File: src/rtl/alat_pkg.sv
package alat_pkg;
  typedef enum logic [1:0] {
    MODE_WRITE = 2'd0,
    MODE_HOLD  = 2'd1,
    MODE_WIPE  = 2'd2,
    MODE_DEMUX = 2'd3
  } alat_mode_e;
endpackage

File: src/rtl/alat_mode_dec.sv
module alat_mode_dec
  import alat_pkg::*;
(
  input  logic       wr_block,
  input  logic       clr_req,
  output alat_mode_e mode
);
  always_comb begin
    unique case ({clr_req, wr_block})
      2'b00:   mode = MODE_WRITE;
      2'b01:   mode = MODE_HOLD;
      2'b11:   mode = MODE_WIPE;
      default: mode = MODE_DEMUX;
    endcase
  end
endmodule

File: src/rtl/alat_sel_dec.sv
module alat_sel_dec #(
  parameter int ADDR_W = 3,
  localparam int NBITS = 1 << ADDR_W
) (
  input  logic [ADDR_W-1:0] sel,
  output logic [NBITS-1:0]  hit
);
  for (genvar i = 0; i < NBITS; i++) begin : g_hit
    assign hit[i] = (sel == ADDR_W'(i));
  end
endmodule

File: src/rtl/alat_bit_cell.sv
module alat_bit_cell
  import alat_pkg::*;
(
  input  logic       clk,
  input  logic       rst,
  input  alat_mode_e mode,
  input  logic       hit,
  input  logic       din,
  output logic       q
);
  logic nxt;

  always_comb begin
    unique case (mode)
      MODE_WRITE: nxt = hit ? din : q;
      MODE_HOLD:  nxt = q;
      MODE_WIPE:  nxt = 1'b0;
      MODE_DEMUX: nxt = hit & din;
      default:    nxt = q;
    endcase
  end

  always_ff @(posedge clk) begin
    if (rst) q <= 1'b0;
    else     q <= nxt;
  end
endmodule

File: src/rtl/addr_latch_demux.sv
module addr_latch_demux
  import alat_pkg::*;
#(
  parameter int ADDR_W = 3,
  localparam int NBITS = 1 << ADDR_W
) (
  input  logic              clk,
  input  logic              rst,
  input  logic              wr_block,
  input  logic              clr_req,
  input  logic [ADDR_W-1:0] sel,
  input  logic              din,
  output logic [NBITS-1:0]  q
);
  alat_mode_e       mode;
  logic [NBITS-1:0] hit;

  alat_mode_dec u_mode (
    .wr_block (wr_block),
    .clr_req  (clr_req),
    .mode     (mode)
  );

  alat_sel_dec #(.ADDR_W(ADDR_W)) u_sel (
    .sel (sel),
    .hit (hit)
  );

  for (genvar b = 0; b < NBITS; b++) begin : g_cell
    alat_bit_cell u_cell (
      .clk  (clk),
      .rst  (rst),
      .mode (mode),
      .hit  (hit[b]),
      .din  (din),
      .q    (q[b])
    );
  end
endmodule

File: config.mk
export PLATFORM = sky130hd
export DESIGN_NAME = addr_latch_demux
export DESIGN_NICKNAME = d
export VERILOG_FILES = /design/src/rtl/alat_pkg.sv /design/src/rtl/alat_mode_dec.sv /design/src/rtl/alat_sel_dec.sv /design/src/rtl/alat_bit_cell.sv /design/src/rtl/addr_latch_demux.sv
export SDC_FILE = /design/constraint.sdc
export NUM_CORES = 1
export LEC_CHECK = 0
export ABC_AREA = 1
export ABC_CLOCK_PERIOD_IN_PS = 800
export BUFFER_PORTS_ARGS = -buffer_cell sky130_fd_sc_hd__clkbuf_2
export CORE_AREA = 2 2 39 41
export DETAILED_ROUTE_END_ITERATION = 7
export DIE_AREA = 0 0 41 43
export PLACE_DENSITY = 0.64
export SYNTH_ARGS = -nofsm -noshare
export SYNTH_HDL_FRONTEND = slang
export SYNTH_SLANG_ARGS = --single-unit
export TNS_END_PERCENT = 100
File: constraint.sdc
create_clock -name clk -period 0.8 [get_ports clk]
set_clock_uncertainty 0.2 [all_clocks]
set_input_delay 0.04 -clock clk [delete_from_list [all_inputs] [get_ports clk]]
set_output_delay 0.04 -clock clk [all_outputs]
set_load 0.1 [all_outputs]
# Word-level counts from Yosys, hierarchy flattened
# Cells that the tools add are included.
# op_classes
n_eq_ne,20
reduce_logical,11
n_bitwise,9
mux,17
# op_table
operator,count
case mux 1 bit (3 select lines),8
!= test 2 x 1 -> 1 bit (second input constant),8
AND reduction 2 bit,8
== test 3 bit (second input constant),4
AND 1 bit,8
2-to-1 mux 1 bit,8
== test 2 bit (second input constant),3
== test 3 x 2 -> 1 bit (second input constant),2
case mux 2 bit (3 select lines),1
== test 2 x 1 -> 1 bit (second input constant),2
zero test 2 bit,2
== test 3 x 1 -> 1 bit (second input constant),1
zero test 3 bit,1
inverter 1 bit,1
# totals
word_cells,65
reg_bits,8
output_inout_bits,8

# Depth between registers and ports, before layout
# Gate-level depths: netlist of the first run.
# depth
word_depth,5
ltp_mapped,5

# Cells and area by module
# A second synthesis of the first run with hierarchy kept.
# hier_totals
hier_cells,110
area_unflattened_um2,620.6
# modules_own_cells
mod,cells_per_inst,instances,area_per_inst_um2
alat_bit_cell,11,8,65.1
alat_sel_dec,15,1,56.3
alat_mode_dec,7,1,43.8

# Worst setup path before layout of the first run
# OpenSTA, ideal clock, no wires.
# synth_timing
path_kind,flip-flop to output port
start,register g_cell[0].u_cell.q
end,output port q[0]
slack_ns,-0.022
t_required_ns,0.560
path_buffers,1
stages_incl_launch_ff,2
t_arrival_ns,0.582
path_cell_list,dfxtp_1 -> buf_4
# synth_lines
element,line_no,rtl
"start, declared",alat_bit_cell.sv:9,output logic q
"start signal, assigned",alat_bit_cell.sv:25,else q <= nxt;
"end, declared",addr_latch_demux.sv:13,output logic [NBITS-1:0] q
# No word-level cell between the ends.

# Worst setup path after layout of the first run
# layout_timing
start,register g_cell[4].u_cell.q
end,output port q[4]
# layout_lines
element,line_no
"start, declared",alat_bit_cell.sv:9
"start signal, assigned",alat_bit_cell.sv:25
# No word-level cell between the ends.

==> out/qor.txt, run 1 <==
CLOCKING
------------------------------------------------------------------------------------
Number of H-tree levels                                                            1
Clock tree from TritonCTS                                                       done
Clk pin slew, worst setup/hold paths                                         0.05 ns
Clock latency on the worst-skew pair                                         0.26 ns
Number of buffers added by the clock tree synthesis step                           3
# clock sinks                                                                      8
Maximum number of buffers from clock root to sink                                  2
Root buffer selected by CTS                                             sky130_fd_sc_hd__clkbuf_4

CRITICAL PATH
------------------------------------------------------------------------------------
Element type at the critical path start                                     register
Cells along the critical path                                           buf_6 -> buf_12
WP depth                                                                           2
Bufs and invs on worst path                                                        2
Critical path start-end classification                                       reg2out
Crit path DAT                                                                0.85 ns
Required time of the critical path                                           0.56 ns
R2R Path End                                                            g_cell[3].u_cell.q$_SDFFE_PP0P_
Critical Path Sink Type                                                   output pin
Cell type group with the largest total delay on the critical path         flip-flops
Max stage delay on crit path                                                 0.34 ns
Length in cells of the worst reg-to-reg path                                       5
R2R Setup Slk                                                               -0.20 ns
CP Max Fanout                                                                      2
Slowest-stage cell, CP                                                  sky130_fd_sc_hd__dfxtp_2
FF-to-FF Start                                                          g_cell[3].u_cell.q$_SDFFE_PP0P_

STA
------------------------------------------------------------------------------------
Worst hold margin                                                          -0.137 ns
Post-route setup slack                                                     -0.291 ns
Slew headroom                                                                  0.773
Slew of the pin with the lowest slew margin                                 0.341 ns
Final clock period utilization by the worst path                                1.36
Finish-stage setup viols                                                          16
Pins over their slew limit                                                         0
Number of hold-slack violations in the final timing report                         8
Unrepaired setup endpoints after global routing                                  yes
Clock period minus worst slack                                               1.09 ns
Fmax                                                                         917 MHz

DIE
------------------------------------------------------------------------------------
Top Ports                                                                         16
Die Outline Area                                                        0.00176 mm^2
Width of the die                                                               41 um
FP Rows                                                                           14
Height of the die                                                              43 um
Std-Cell Core Area                                                      0.00138 mm^2
Starting Density                                                               0.351

ROUTE
------------------------------------------------------------------------------------
Drt via density                                                                 4.42
Starting DRT DRC Count                                                             8
Total vias in the final route                                                    491
Count of nets left with antenna violations after detail routing                    0
Count of unresolved DRC violations after routing                                   0
Wire length reported by the detailed router                                   947 um
Routed length per instance                                                   8.53 um
Length of the first detailed-routing pass in iterations                            4

PWR
------------------------------------------------------------------------------------
Worst IR drop on VDD                                                      0.000889 V
Leakage power of the design                                                 0.355 nW
Power density relative to cell area                                     1270 mW/mm^2
Power after layout                                                        0.000986 W

PLACE
------------------------------------------------------------------------------------
Half-perimeter wire length after placement                                    634 um
Weighted congestion at the end of routability-driven global placement          0.802
Port bufs                                                                         15
Pre-CTS worst setup slack                                                  -0.144 ns

FINISH
------------------------------------------------------------------------------------
Most common cell after layout, fill and taps aside                      sky130_fd_sc_hd__nor2_1
Proportion of layout cells with a drive suffix above 1                         0.495
Largest register FFs                                                               8
Diode insertion count for antenna repair                                           0
Largest Register                                                        g_cell.u_cell.q
Core occupancy in the finished layout                                          0.560
# fillers                                                                        122
Number of nets in the final layout                                               105
Most frequent cells in the layout                                       sky130_fd_sc_hd__nor2_1, sky130_fd_sc_hd__inv_1, sky130_fd_sc_hd__nand2_1
Registers with the most flip-flops                                      g_cell.u_cell.q: 8 flops
Layout overhead on the synthesized area                                        59.5%

LOGIC SYNTHESIS
------------------------------------------------------------------------------------
Distinct cell type count after synthesis                                          11
Post-Syn Area                                                               485 um^2
Mean instance size in the synthesized netlist                              6.30 um^2
Net count after synthesis                                                         85
Leading post-synthesis cells by cell area                               sky130_fd_sc_hd__dfxtp_1, sky130_fd_sc_hd__nor2_1, sky130_fd_sc_hd__buf_4
Library cell with the largest summed area after synthesis               sky130_fd_sc_hd__dfxtp_1
Gate count after technology mapping                                               77
Count of warnings emitted by yosys                                                 0
Number of synthesized register bits                                                8
Post-synthesis sequential area ratio                                           0.330
Top cell type's share of synthesized area                                      0.330

STATUS
------------------------------------------------------------------------------------
Violations in the final reports                                         hold timing, setup timing
Run status                                                              complete, but fails checks

GLOBAL ROUTE
------------------------------------------------------------------------------------
Vias in the first global route                                                   399
First-pass GRT wire length                                                   1610 um
Antenna violations before repair                                                   0
Maximum number of pins on one net before global-route repair                       9
Global router's overall resource usage                                         0.137
Global route overflow                                                              0

WORST HOLD PATH
------------------------------------------------------------------------------------
Sink of the worst hold path                                             g_cell[6].u_cell.q$_SDFFE_PP0P_
Worst Hold Class                                                              in2reg
Cells on Worst Hold Path                                                           4
Startpoint of the tightest hold check path                                       rst

RUN
------------------------------------------------------------------------------------
Number of violations of the max-capacitance limit                                  0

-- how the worst max path moves through the flow --
stage | start | end | slack [ns]
after detailed placement | sel[2] | g_cell[2].u_cell.q$_SDFFE_PP0P_ | -0.14
after CTS | g_cell[4].u_cell.q$_SDFFE_PP0P_ | q[4] | -0.29
final | g_cell[4].u_cell.q$_SDFFE_PP0P_ | q[4] | -0.29
after global placement | sel[2] | g_cell[0].u_cell.q$_SDFFE_PP0P_ | -0.13
after floorplan | g_cell[0].u_cell.q$_SDFFE_PP0P_ | q[0] | -0.02
after global routing | g_cell[3].u_cell.q$_SDFFE_PP0P_ | q[3] | -0.31
-- per-stage QoR --
stage / hold slack [ns] / cell area [um^2] / TNS [ns] / std cells
CTS: -0.133 / 758 / -2.86 / 110
global route: -0.105 / 774 / -3.57 / 111
floorplan: 0.0204 / 485 / -0.267 / 77
detailed placement: 0.146 / 696 / -1.06 / 107
global placement: 0.141 / 696 / -0.923 / 107
finish: -0.137 / 774 / -2.92 / 111
-- cells by family (layout without fill, tap and decap cells) --
group / Yosys count / count (layout) / synth area share
simple gates: 38 / 38 / 0.345
compound gates: 8 / 8 / 0.0825
buf+inv: 23 / 41 / 0.242
flops: 8 / 8 / 0.330
-- area by class of cell --
cell class	instances	area [um^2]	area share
Multi-Input combinational cell	46	216	0.279
Inverter	14	52.6	0.0679
Sequential cell	8	170	0.220
Timing Repair Buffer	24	293	0.378
Tap cell	16	20.0	0.0258
Clock buffer	3	22.5	0.0291
-- synth_stat cells --
master and n:
sky130_fd_sc_hd__dfxtp_1 8, sky130_fd_sc_hd__nor2_4 1, sky130_fd_sc_hd__nand2_1 9, sky130_fd_sc_hd__inv_2 3, sky130_fd_sc_hd__nand3_1 8, sky130_fd_sc_hd__nor2_1 17
sky130_fd_sc_hd__buf_2 1, sky130_fd_sc_hd__inv_1 11, sky130_fd_sc_hd__nor2_2 3, sky130_fd_sc_hd__a21oi_1 8, sky130_fd_sc_hd__buf_4 8
-- where the power goes --
group,total [W],leakage (nW),internal [W],switching [W]
logic,0.000251,0.273,0.0000934,0.000157
registers,0.000417,0.0687,0.000410,0.00000648
clock network,0.000318,0.0138,0.000172,0.000146
-- tightest hold or removal path: cells and delay by family --
family	cells	cell delay, ns
buffers and inverters	2	0.14
AND/OR/NAND/NOR	2	0.10
-- routing by layer --
metal,vias up,share of wire,routed length (um),GRT usage
li1,263,-,-,-
met1,203,0.43,405,0.172
met2,20,0.47,441,0.194
met3,5,0.075,71,0.0314
met4,0,0.030,28,0.100
met5,-,0,0,0
-- what timing repair did --
item / 4_1_cts / 5_1_grt
gates resized for setup: 16 / 5
pin swaps: 0 / 1
endpoints found under the hold margin: 8 / 8
buffers inserted: 0 / 1
endpoints found under the setup margin: 16 / 16
No activity file was read; power rests on OpenSTA's default activity.
==> run 2, diff against run 1 <==
--- a/constraint.sdc
+++ b/constraint.sdc
@@ -3,3 +3,3 @@
 set_input_delay 0.04 -clock clk [delete_from_list [all_inputs] [get_ports clk]]
 set_output_delay 0.04 -clock clk [all_outputs]
-set_load 0.1 [all_outputs]
+set_load 0.05 [all_outputs]
==> run 2 against run 1 <==
Compared with the run above:
- the flow still finishes with violations (hold timing, setup timing)
- routed wire length down 1.7%
- clock power about the same
- flip-flop and latch count unchanged
- maximum frequency grew 3.3%
- worst setup slack better by 0.035 ns
- utilization down 4.4 points
- sequential share of layout area grew 1.9 points
- critical path depth unchanged
- first-iteration DRC count shrank 38%
- cell area shrank 7.9%
- cell count is 3.6% lower
- critical path type unchanged
==> out/qor.txt, run 2 (synthesis gave the netlist of run 1 again) <==
CRITICAL PATH
------------------------------------------------------------------------------------
CP Max Fanout                                                                      2   unchanged
Critical Path Sink Type                                                   output pin
Cells along the critical path                                           buf_6 -> buf_12
Element type at the critical path start                                     register
Critical path start-end classification                                       reg2out
Required time of the critical path                                           0.56 ns   about the same
Slowest-stage cell, CP                                                  sky130_fd_sc_hd__dfxtp_2
Crit path DAT                                                                0.82 ns   -0.03 ns
Max stage delay on crit path                                                 0.32 ns   -0.02 ns

PLACE
------------------------------------------------------------------------------------
Port bufs                                                                         15   unchanged
Weighted congestion at the end of routability-driven global placement          0.790   -1.5%
Placed cell count                                                                103   -3.7%
Half-perimeter wire length after placement                                    684 um   +7.9%

STA
------------------------------------------------------------------------------------
Finish-stage setup viols                                                          16   unchanged
Unrepaired setup endpoints after global routing                                  yes
Slew headroom                                                                  0.757   -0.0161
Final setup TNS                                                             -2.45 ns   +0.464 ns
Worst hold margin                                                          -0.131 ns   +0.00551 ns
Clock period minus worst slack                                               1.06 ns   -0.0345 ns
Fmax                                                                         947 MHz   +3.3%
Pins over their slew limit                                                         0   unchanged
Number of hold-slack violations in the final timing report                         8   unchanged
Slew of the pin with the lowest slew margin                                 0.365 ns   +0.0241 ns
Post-route setup slack                                                     -0.256 ns   +0.0345 ns
Final clock period utilization by the worst path                                1.32   -0.0432

FINISH
------------------------------------------------------------------------------------
Diode insertion count for antenna repair                                           0   unchanged
Area occupied by multi-input gates                                          220 um^2   +1.7%
Layout overhead on the synthesized area                                        46.9%
Largest Register                                                        g_cell.u_cell.q
Most frequent cells in the layout                                       sky130_fd_sc_hd__nor2_1, sky130_fd_sc_hd__nand2_1, sky130_fd_sc_hd__inv_1, sky130_fd_sc_hd__nand3_1, sky130_fd_sc_hd__dfxtp_2
Proportion of layout cells with a drive suffix above 1                         0.495   about the same
# fillers                                                                        133   +9.0%
Count of non-filler cells in the finished layout                                 107   -3.6%
FF+latch area                                                               170 um^2   unchanged
Most common cell after layout, fill and taps aside                      sky130_fd_sc_hd__nor2_1
Registers with the most flip-flops                                      g_cell.u_cell.q: 8 flops
Number of nets in the final layout                                               101   -3.8%
Largest register FFs                                                               8   unchanged
Core occupancy in the finished layout                                          0.515   -0.0443

PWR
------------------------------------------------------------------------------------
Part of the power in combinational logic                                       0.212   -0.042
Switching power share of the total                                             0.290   -0.0247
Worst IR drop on VDD                                                      0.000569 V   -36%
Power after layout                                                        0.000933 W   -5.4%
Leakage power of the design                                                 0.327 nW   -8.0%
Clk pwr share                                                                  0.340   +0.017
Cell Int Power                                                            0.000662 W   -2.0%
Share of total power in sequential cells                                       0.448   +0.025
Power density relative to cell area                                     1310 mW/mm^2   +2.7%
Net load switching power                                                  0.000270 W   -13%

CLOCKING
------------------------------------------------------------------------------------
Number of buffers added by the clock tree synthesis step                           3   unchanged
# clock sinks                                                                      8   unchanged
Number of H-tree levels                                                            1   unchanged
Maximum number of buffers from clock root to sink                                  2   unchanged
Clk pin slew, worst setup/hold paths                                         0.06 ns   about the same
Clock latency on the worst-skew pair                                         0.26 ns   about the same
Clock tree from TritonCTS                                                       done
Root buffer selected by CTS                                             sky130_fd_sc_hd__clkbuf_4

GLOBAL ROUTE
------------------------------------------------------------------------------------
Antenna violations before repair                                                   0   unchanged
Global route overflow                                                              0   unchanged
Vias in the first global route                                                   427   +7.0%
First-pass GRT wire length                                                   1690 um   +4.7%
Global router's overall resource usage                                         0.140   +0.00274
Maximum number of pins on one net before global-route repair                       9   unchanged

STATUS
------------------------------------------------------------------------------------
Run status                                                              complete, but fails checks
Violations in the final reports                                         hold timing, setup timing

ROUTE
------------------------------------------------------------------------------------
Count of unresolved DRC violations after routing                                   0   unchanged
Routed length per instance                                                   8.70 um   +2.0%
Wire length reported by the detailed router                                   931 um   -1.7%
Length of the first detailed-routing pass in iterations                            4   unchanged
Starting DRT DRC Count                                                             5   -3
Drt via density                                                                 4.53   +2.5%
Total vias in the final route                                                    485   -1.2%
Count of nets left with antenna violations after detail routing                    0   unchanged

DIE
------------------------------------------------------------------------------------
Width of the die                                                               41 um   unchanged
Top Ports                                                                         16   unchanged
Die Outline Area                                                        0.00176 mm^2   unchanged
FP Rows                                                                           14   unchanged
Height of the die                                                              43 um   unchanged
Std-Cell Core Area                                                      0.00138 mm^2   unchanged
Starting Density                                                               0.351   unchanged

RUN
------------------------------------------------------------------------------------
Number of violations of the max-capacitance limit                                  0   unchanged

WORST HOLD PATH
------------------------------------------------------------------------------------
Worst Hold Class                                                              in2reg

## run 2: changes by cell type in the layout (fill, tap and decap cells not counted), sizes merged
cell  change
buf       -4
## run 2: final timing paths
path	from	endpoint	slack (ns)	cells after the start
hold reg to reg	g_cell[2].u_cell.q$_SDFFE_PP0P_	g_cell[2].u_cell.q$_SDFFE_PP0P_	0.37	4
hold / removal	rst	g_cell[0].u_cell.q$_SDFFE_PP0P_	-0.13	4
setup reg to reg	g_cell[5].u_cell.q$_SDFFE_PP0P_	g_cell[5].u_cell.q$_SDFFE_PP0P_	-0.18	5
setup / recovery	g_cell[5].u_cell.q$_SDFFE_PP0P_	q[5]	-0.26	2
## run 2: stage by stage
stage | setup slack, ns | area (um^2)
2_1_floorplan | -0.0110 | 485
3_3_place_gp | -0.132 | 606
3_5_place_dp | -0.168 | 606
4_1_cts | -0.259 | 696
5_1_grt | -0.279 | 713
6_report | -0.256 | 713
## run 2: final cells by class
cell class / instances / share of cell area
well taps: 16 / 0.0281
inverters: 14 / 0.0737
multi-input cells: 46 / 0.309
flip-flops and latches: 8 / 0.239
repair buffers: 20 / 0.319
clock buffers: 3 / 0.0316
## run 2: power groups by stage
stage / Sequential, W / Clock, W / Combinational (W)
2_1_floorplan: 0.000421 / 0 / 0.000122
3_3_place_gp: 0.000421 / 0 / 0.000175
3_5_place_dp: 0.000422 / 0 / 0.000178
4_1_cts: 0.000416 / 0.000320 / 0.000191
5_1_grt: 0.000418 / 0.000343 / 0.000217
6_report: 0.000418 / 0.000317 / 0.000198
## run 2: routing by layer
metal / wire (um) / vias to the layer above / global-route usage
met3: 55 / 4 / 0.0314
met4: 23 / 0 / 0.100
met5: 0 / - / 0
met1: 421 / 210 / 0.184
met2: 430 / 15 / 0.191
li1: - / 256 / -
## run 2: timing repair
| action | CTS | global route |
|---|---|---|
| pin swaps | 1 | 3 |
| setup buffers | 1 | 0 |
| endpoints found under the hold margin | 8 | 8 |
| cloned | 0 | 0 |
| setup endpoints to repair | 16 | 16 |
| resized for setup | 21 | 10 |
## run 2: critical path: cells and delay by family (launching register included)
kind,cells,cell delay [ns]
flops,1,0.32
buf+inv,2,0.24
==> run 3, diff against run 2 <==
Settings changed: ABC_AREA 1 to unset, PLACE_DENSITY 0.64 to 0.62.
==> run 3 against run 2 <==
Compared with the run above:
- the run still ends with hold timing, setup timing left
- flip-flop and latch count is the same
- routed wire length grew 3.3%
- via count shrank 25%
- clock power is essentially flat
- worst setup slack lost 0.043 ns
- die area is the same
- highest routed layer unchanged
==> out/qor.txt, run 3 <==
ROUTE
------------------------------------------------------------------------------------
Starting DRT DRC Count                                                             7   +2
Count of nets left with antenna violations after detail routing                    0   unchanged
Total vias in the final route                                                    362   -25%
Wire length reported by the detailed router                                   962 um   +3.3%
Count of unresolved DRC violations after routing                                   0   unchanged
Length of the first detailed-routing pass in iterations                            2   -2
Routed length per instance                                                   12.5 um   +44%
Drt via density                                                                 4.70   +3.7%

STA
------------------------------------------------------------------------------------
Clock period minus worst slack                                               1.10 ns   +0.0430 ns
Unrepaired setup endpoints after global routing                                  yes
Fmax                                                                         910 MHz   -3.9%
Slew of the pin with the lowest slew margin                                 0.344 ns   -0.0207 ns
Number of hold-slack violations in the final timing report                         8   unchanged
Slew headroom                                                                  0.767   +0.0108
Worst hold margin                                                         -0.0661 ns   +0.0650 ns
Finish-stage setup viols                                                          16   unchanged
Pins over their slew limit                                                         0   unchanged
Final clock period utilization by the worst path                                1.37   +0.0538
Post-route setup slack                                                     -0.299 ns   -0.0430 ns

STATUS
------------------------------------------------------------------------------------
Violations in the final reports                                         hold timing, setup timing
Run status                                                              complete, but fails checks

PWR
------------------------------------------------------------------------------------
Switching power share of the total                                             0.252   -0.0378
Part of the power in combinational logic                                       0.166   -0.046
Clk pwr share                                                                  0.365   +0.025
Net load switching power                                                  0.000219 W   -19%
Power density relative to cell area                                     1150 mW/mm^2   -12%
Share of total power in sequential cells                                       0.469   +0.021
Leakage power of the design                                                 0.306 nW   -6.4%
Cell Int Power                                                            0.000652 W   -1.6%
Worst IR drop on VDD                                                      0.000629 V   +11%

GLOBAL ROUTE
------------------------------------------------------------------------------------
Global route overflow                                                              0   unchanged
Antenna violations before repair                                                   0   unchanged
Vias in the first global route                                                   395   -7.5%
First-pass GRT wire length                                                   1600 um   -5.3%
Global router's overall resource usage                                         0.134   -0.00563
Maximum number of pins on one net before global-route repair                      10   +1

FINISH
------------------------------------------------------------------------------------
Post-route cell area                                                        756 um^2   +6.0%
Number of nets in the final layout                                                71   -30%
Largest register FFs                                                               8   unchanged
Largest Register                                                        g_cell.u_cell.q
FF+latch area                                                               170 um^2   unchanged
Most frequent cells in the layout                                       sky130_fd_sc_hd__or3b_1, sky130_fd_sc_hd__mux2i_1, sky130_fd_sc_hd__dfxtp_2
Layout overhead on the synthesized area                                        64.1%
Registers with the most flip-flops                                      g_cell.u_cell.q: 8 flops
Proportion of layout cells with a drive suffix above 1                         0.590   +0.0957
Diode insertion count for antenna repair                                           0   unchanged
Area occupied by multi-input gates                                          235 um^2   +6.8%
# fillers                                                                        130   -2.3%

LOGIC SYNTHESIS
------------------------------------------------------------------------------------
Mean instance size in the synthesized netlist                              11.0 um^2   +74%
Library cell with the largest summed area after synthesis               sky130_fd_sc_hd__dfxtp_1
Post-synthesis sequential area ratio                                           0.348   +0.0179
Leading post-synthesis cells by cell area                               sky130_fd_sc_hd__dfxtp_1, sky130_fd_sc_hd__mux2i_1, sky130_fd_sc_hd__or3b_1
Gate count after technology mapping                                               42   -45%
Leading register cell type out of synthesis                             sky130_fd_sc_hd__dfxtp_1
Most frequent cells after synthesis                                     sky130_fd_sc_hd__buf_4, sky130_fd_sc_hd__dfxtp_1, sky130_fd_sc_hd__mux2i_1, sky130_fd_sc_hd__or3b_1
Share of flip-flops with an asynchronous set or reset                              0   unchanged
Top cell type's share of synthesized area                                      0.348   +0.0179
Number of synthesized register bits                                                8   unchanged
Post-Syn Area                                                               460 um^2   -5.2%
Distinct cell type count after synthesis                                          10   -1
Net count after synthesis                                                         50   -41%
Count of warnings emitted by yosys                                                 0   unchanged
Count of flip-flops with a built-in enable after synthesis                         0   unchanged

DIE
------------------------------------------------------------------------------------
Top Ports                                                                         16   unchanged
Std-Cell Core Area                                                      0.00138 mm^2   unchanged
Width of the die                                                               41 um   unchanged
Height of the die                                                              43 um   unchanged
Starting Density                                                               0.333   -0.0181
FP Rows                                                                           14   unchanged
Die Outline Area                                                        0.00176 mm^2   unchanged

CLOCKING
------------------------------------------------------------------------------------
Clock tree from TritonCTS                                                       done
Root buffer selected by CTS                                             sky130_fd_sc_hd__clkbuf_4
# clock sinks                                                                      8   unchanged
# Post-CTS Setup Buffers                                                           0   -1
Clock latency on the worst-skew pair                                         0.25 ns   about the same
Clk pin slew, worst setup/hold paths                                         0.06 ns   about the same
Maximum number of buffers from clock root to sink                                  2   unchanged
Number of buffers added by the clock tree synthesis step                           3   unchanged
Number of H-tree levels                                                            1   unchanged

CRITICAL PATH
------------------------------------------------------------------------------------
FF-to-FF Start                                                          g_cell[6].u_cell.q$_SDFFE_PP0P_
Critical Path Sink Type                                                     register
CP Max Fanout                                                                      2   unchanged
Critical path start-end classification                                       reg2reg
Required time of the critical path                                           0.77 ns   +0.21 ns
Critical path startpoint                                                g_cell[6].u_cell.q$_SDFFE_PP0P_
Crit path DAT                                                                1.07 ns   +0.25 ns
Max stage delay on crit path                                                 0.35 ns   +0.03 ns
Element type at the critical path start                                     register
Slowest-stage cell, CP                                                  sky130_fd_sc_hd__or3b_1
Cells along the critical path                                           or3b_1 -> mux2i_1

WORST HOLD PATH
------------------------------------------------------------------------------------
Startpoint of the tightest hold check path                                    sel[0]
Worst Hold Class                                                              in2reg

PLACE
------------------------------------------------------------------------------------
Weighted congestion at the end of routability-driven global placement          0.651   -18%
Placed Area                                                                 581 um^2   -4.1%
Port bufs                                                                         15   unchanged
Half-perimeter wire length after placement                                    687 um   +0.48%
Pre-CTS worst setup slack                                                  -0.271 ns   -0.104 ns

RUN
------------------------------------------------------------------------------------
Number of violations of the max-capacitance limit                                  0   unchanged

==> run 3: changes by cell type after synthesis, sizes merged, moves of 8 or more <==
cell,change
nor2,-21
inv,-14
nand2,-9
a21oi,-8
mux2i,+8
nand3,-8
or3b,+8
==> run 3: cell families (layout without fill, tap and decap cells) <==
logic type / Yosys count / after routing / share of synthesized area
and+or+nand+nor: 17 / 17 / 0.337
buffers and inverters: 9 / 28 / 0.141
muxes: 8 / 8 / 0.174
DFF: 8 / 8 / 0.348
==> run 3: per-layer routing <==
layer  up-vias  track usage  wire [um]  part of all wire
met5         -            0          0                 0
met4         0       0.0800          6            0.0062
met3         2       0.0209         61             0.063
met2        10        0.209        446              0.46
met1       159        0.163        448              0.47
li1        191            -          -                 -
==> run 3: final cells by class <==
type / count / share of cell area
timing repair buffer: 25 / 0.407
multi-input combinational: 25 / 0.311
sequential: 8 / 0.225
clock buffer: 3 / 0.0298
tap: 16 / 0.0265
==> run 3: power groups by stage <==
stage               sequential (W)  combinational (W)  clock (W)
floorplan                 0.000415          0.0000614          0
global placement          0.000415           0.000123          0
detailed placement        0.000415           0.000125          0
CTS                       0.000408           0.000143   0.000331
global route              0.000409           0.000155   0.000342
finish                    0.000409           0.000144   0.000318
==> run 3: what timing repair did <==
action / CTS / global route
endpoints found under the hold margin: 8 / 6
endpoints found under the setup margin: 16 / 16
resized for setup: 32 / 4
==> run 3: worst max-delay path, delay by kind of cell, from the launching register on <==
kind | cells | cell delay, ns
flip-flops | 1 | 0.34
AND/OR/NAND/NOR | 1 | 0.35
multiplexers | 1 | 0.14
==> run 3: metrics by stage <==
stage | hold slack [ns] | TNS [ns] | instances | util | total power [W]
floorplan | 0.0200 | -1.61 | 42 | - | 0.000476
global placement | 0.198 | -2.43 | 74 | 0.420 | 0.000538
detailed placement | 0.206 | -2.55 | 74 | 0.420 | 0.000540
CTS | -0.0709 | -4.32 | 77 | 0.540 | 0.000882
global route | -0.0468 | -4.70 | 77 | 0.546 | 0.000906
finish | -0.0661 | -4.15 | 77 | 0.546 | 0.000871
==> run 3: final timing paths <==
kind	end	slack [ns]	depth (start not counted)
max	g_cell[6].u_cell.q$_SDFFE_PP0P_	-0.30	2
min	g_cell[2].u_cell.q$_SDFFE_PP0P_	-0.07	3
max reg2reg	g_cell[6].u_cell.q$_SDFFE_PP0P_	-0.30	2
min reg2reg	g_cell[1].u_cell.q$_SDFFE_PP0P_	0.36	2
